--- src/rtl/grain_keystream.sv ---
`timescale 1ns/1ps
module grain_keystream #(
  parameter int INIT_CLOCKS = 160
) (
  input  logic        clk,
  input  logic        rst_n,
  input  logic        start,
  input  logic [79:0] key,
  input  logic [63:0] iv,
  output logic        busy,
  output logic        ks_valid,
  output logic [7:0]  ks_byte
);
  localparam int CW = $clog2(INIT_CLOCKS);

  typedef enum logic [1:0] {IDLE, WARM, RUN} phase_t;
  phase_t phase;

  logic [79:0] s, b;
  logic [CW-1:0] cnt;
  logic [2:0] nbit;
  logic [6:0] acc;

  wire x0 = s[3], x1 = s[25], x2 = s[46], x3 = s[64], x4 = b[63];

  wire h = x1 ^ x4 ^ (x0 & x3) ^ (x2 & x3) ^ (x3 & x4) ^ (x0 & x1 & x2)
         ^ (x0 & x2 & x3) ^ (x0 & x2 & x4) ^ (x1 & x2 & x4) ^ (x2 & x3 & x4);

  wire z = b[1] ^ b[2] ^ b[4] ^ b[10] ^ b[31] ^ b[43] ^ b[56] ^ h;

  wire lfb = s[0] ^ s[13] ^ s[23] ^ s[38] ^ s[51] ^ s[62];

  wire nlin = b[0] ^ b[9] ^ b[14] ^ b[21] ^ b[28] ^ b[33] ^ b[37]
            ^ b[45] ^ b[52] ^ b[60] ^ b[62];

  wire nprod = (b[63] & b[60]) ^ (b[37] & b[33]) ^ (b[15] & b[9])
             ^ (b[60] & b[52] & b[45]) ^ (b[33] & b[28] & b[21])
             ^ (b[63] & b[45] & b[28] & b[9])
             ^ (b[60] & b[52] & b[37] & b[33])
             ^ (b[63] & b[60] & b[21] & b[15])
             ^ (b[63] & b[60] & b[52] & b[45] & b[37])
             ^ (b[33] & b[28] & b[21] & b[15] & b[9])
             ^ (b[52] & b[45] & b[37] & b[33] & b[28] & b[21]);

  wire nfb = s[0] ^ nlin ^ nprod;

  wire fold = (phase == WARM) & z;

  assign busy = (phase == WARM);

  always_ff @(posedge clk or negedge rst_n) begin
    if (!rst_n) begin
      phase    <= IDLE;
      s        <= '0;
      b        <= '0;
      cnt      <= '0;
      nbit     <= '0;
      acc      <= '0;
      ks_valid <= 1'b0;
      ks_byte  <= '0;
    end else if (start) begin
      phase    <= WARM;
      b        <= key;
      s        <= {16'hFFFF, iv};
      cnt      <= '0;
      nbit     <= '0;
      acc      <= '0;
      ks_valid <= 1'b0;
    end else begin
      ks_valid <= 1'b0;
      if (phase != IDLE) begin
        s <= {lfb ^ fold, s[79:1]};
        b <= {nfb ^ fold, b[79:1]};
      end
      if (phase == WARM) begin
        cnt <= cnt + 1'b1;
        if (cnt == CW'(INIT_CLOCKS - 1)) phase <= RUN;
      end
      if (phase == RUN) begin
        nbit <= nbit + 1'b1;
        acc  <= {z, acc[6:1]};
        if (nbit == 3'd7) begin
          ks_byte  <= {z, acc};
          ks_valid <= 1'b1;
        end
      end
    end
  end
endmodule

--- config.mk ---
export PLATFORM = sky130hd
export DESIGN_NAME = grain_keystream
export DESIGN_NICKNAME = d
export VERILOG_FILES = /design/src/rtl/grain_keystream.sv
export SDC_FILE = /design/constraint.sdc
export NUM_CORES = 1
export LEC_CHECK = 0
export ABC_CLOCK_PERIOD_IN_PS = 1900
export BUFFER_PORTS_ARGS = -buffer_cell sky130_fd_sc_hd__buf_2
export CORE_ASPECT_RATIO = 0.7
export CORE_MARGIN = 2
export CORE_UTILIZATION = 35
export CTS_CLUSTER_DIAMETER = 30
export DETAILED_ROUTE_END_ITERATION = 10
export GPL_ROUTABILITY_DRIVEN = 0
export PLACE_DENSITY_LB_ADDON = 0.3
export SLEW_MARGIN = 20
export SYNTH_ARGS = -nofsm -noshare
export SYNTH_HDL_FRONTEND = slang
export SYNTH_SLANG_ARGS = --single-unit
--- constraint.sdc ---
create_clock -name clk -period 1.9 [get_ports clk]
set_input_delay 0.38 -clock clk [delete_from_list [all_inputs] [get_ports clk]]
set_output_delay 0.38 -clock clk [all_outputs]
set_load 0.05 [all_outputs]
==> results.sh <==
export IMPL_status="complete, but fails checks"
export IMPL_failed_checks="negative setup slack"
export IMPL_regArea_um2=4730
export IMPL_yosys_warnings=0
export IMPL_crit_path_start_kind="flop"
export IMPL_stdcell_area_um2=11000
export IMPL_fin_crit_ps=2020
export IMPL_rows=48
export IMPL_synth_largest_area_cell="dfrtp_1"
export IMPL_multi_input_area_um2=3860
export IMPL_ys_ff_latch=189
export IMPL_crit_chain="xnor3_1, xnor3_1, and4_4, o21ai_4, xor2_2, xnor3_1, o21ai_1"
export IMPL_cp_slowest_cell="dfrtp_1"
export IMPL_final_cell_mix="nand2_1 (195), dfrtp_1 (189), o21ai_0 (163)"
export IMPL_vias_per_cell=4.72
export IMPL_peakVddDrop_uv=662
export IMPL_antenna_found_initial=3
export IMPL_final_antenna_net_count=0
export IMPL_syn_area_per_cell_um2=10.2
export IMPL_die_y_um=137
export IMPL_cts_max_path_buffers=2
export IMPL_clk_pin_slew_ps=80
export IMPL_fin_ws_ps=-116
export IMPL_crit_buf_inv=0
export IMPL_async_reset_ff_share_pct=100
export IMPL_postPlaceCellArea_um2=10400
export IMPL_clk_latency_ps=450
export IMPL_crit_family="XOR/XNOR gates"
export IMPL_synth_cells=862
export IMPL_drt_initial_drc_count=351
export IMPL_dpl_hpwl_mm=14.2
export IMPL_fill_cells=2402
export IMPL_numCtsBuffers=17
export IMPL_start_util_pct=35.7
export IMPL_first_pass_iters=5
export IMPL_path_common_cell="xnor3_1"
export IMPL_worstSetupPathType="flop to flop"
export IMPL_place_ws_ps=-127
export IMPL_cts_tree="built"
export IMPL_io_pins=157
export IMPL_core_area_um2=24700
export IMPL_leakage_uw=0.00491
export IMPL_cp_max_fo=2
export IMPL_rsz0062_at_grt="true"
export IMPL_ys_seq_area_share_pct=53.6
export IMPL_track_usage_pct=16.0
export IMPL_grt_pass1_vias=6322
export IMPL_synth_area_top_cells="dfrtp_1 (54%), mux2i_1 (16%), o21ai_0 (9.3%), nand2_1 (8.3%), clkbuf_1 (2.3%)"
export IMPL_syn_num_nets=1012
export IMPL_min_path_type="primary input to flop"
export IMPL_final_hold_viol_count=0
export IMPL_critPathCaptureType="flop"
export IMPL_synthFlopType="dfrtp_1"
export IMPL_drv_cap=0
export IMPL_port_buffers=156
export IMPL_cts_sinks=189
export IMPL_powerDensity_nw_per_um2=871
export IMPL_synth_top_area_share_pct=53.6
export IMPL_grt_max_degree=72
export IMPL_setup_viol=2
export IMPL_synth_distinct_cells=43
export IMPL_area_growth_pct=24.3
export IMPL_htreeDepth=4
export IMPL_tns_ps=-223
export IMPL_relSlewSlack_pct=66.1
export IMPL_wl_per_cell_um=14.9
export IMPL_layout_commonest_cell="nand2_1"
export IMPL_vias=6461
export IMPL_arrival_ps=2400
export IMPL_cts_root_buffer="clkbuf_16"
export IMPL_maxSlewViolCount=0
export IMPL_nets=1178
export IMPL_die_area_um2=26500
export IMPL_max_freq_ghz=0.496
export IMPL_fin_skew_ps=13.6
export IMPL_drt_total_wl_mm=20.5
export IMPL_syn_area_um2=8820
export IMPL_die_x_um=194
export IMPL_grt_pass1_wl_mm=33.3
export IMPL_slowest_delay_ps=390
export IMPL_synth_edf_count=0
export IMPL_crit_required_ps=2280
export IMPL_drcViolationCount=0
export IMPL_tightest_slew_ps=509
export IMPL_fin_crit_sh_pct=106
export IMPL_grt_overflow=0
export IMPL_layout_drive_gt1_share_pct=24.6
[kinds of logic (layout without fill, tap and decap cells)]
group	after synthesis	count (layout)	synth area share, %
and+or+nand+nor	236	236	11.0
adders and majority gates	3	3	0.426
other	0	4	0
xor gates and xnor gates	31	31	3.80
DFF	189	189	53.6
muxes	151	151	17.2
AOI/OAI and AO/OA	188	188	11.2
buffers and inverters	64	243	2.74
[stage by stage]
stage	total power (µW)	std cells	util [%]	hold WS, ps
after floorplan	5530	862	-	84.4
after global placement	6100	1332	42.0	443
after detailed placement	6130	1332	42.0	447
after CTS	9680	1366	44.3	150
after global routing	10000	1367	44.4	166
final	9540	1370	44.4	174
[routing by layer]
| layer | vias up | part of all wire [%] | wire length [µm] | GRT usage, % |
|---|---|---|---|---|
| met1 | 3047 | 52 | 10500 | 22.9 |
| met5 | - | 0.054 | 11 | 0 |
| met4 | 2 | 0.97 | 199 | 5.22 |
| met3 | 19 | 4.7 | 971 | 4.76 |
| li1 | 3291 | - | - | - |
| met2 | 102 | 43 | 8740 | 23.2 |
[state kept, by name, summed over array words and instances, names as in the netlist]
name      flops
acc           7
s            80
phase         2
nbit          3
b            80
ks_valid      1
ks_byte       8
cnt           8
[repair_timing]
item / in CTS / in global routing
endpoints found under the hold margin: 130 / 0
buffers inserted: 1 / 0
pin swaps: 0 / 1
hold buffers: 1 / 0
gates resized for setup: 2 / 1
cloned: 0 / 0
setup endpoints to repair: 3 / 3
[final timing paths]
path,from,endpoint,slack (ps),cells after the start
worst max-delay path,b[43],b[79],-120,7
worst min-delay path,start,phase[1],170,2
worst max register to register,b[43],b[79],-120,7
worst min register to register,s[65],s[65],460,2
max in group asynchronous,rst_n,b[8],1010,3
min in group asynchronous,rst_n,b[53],520,3
[Yosys cell counts, types with 2 or more instances]
cell type,number
buf_1,6
nand4_1,4
nor3_1,2
xnor2_2,2
xnor3_1,3
nand3_1,5
inv_1,3
o21ai_0,163
nand3b_1,2
nand2_1,195
or3_1,3
nand2b_1,4
ha_1,3
nor2_1,11
mux2i_1,144
clkbuf_1,54
xnor2_1,17
a211oi_1,2
xor2_1,8
a21oi_1,12
dfrtp_1,189
nor2b_1,3
mux2_2,7
[power by group]
group | leakage, µW | internal [µW] | total (µW) | switching, µW
sequential | 0.00222 | 4380 | 4630 | 250
clock | 0.000262 | 1720 | 3500 | 1780
combinational | 0.00243 | 764 | 1410 | 650
[final cells by class]
class	instances	area share [%]
flip-flops and latches	189	43.2
multi-input cells	609	35.3
repair buffers	208	12.6
clock buffers	17	3.88
well taps	325	3.71
clock inverters	15	1.16
inverters	3	0.103
diodes	4	0.0914
No activity file was read; power rests on OpenSTA's default activity.
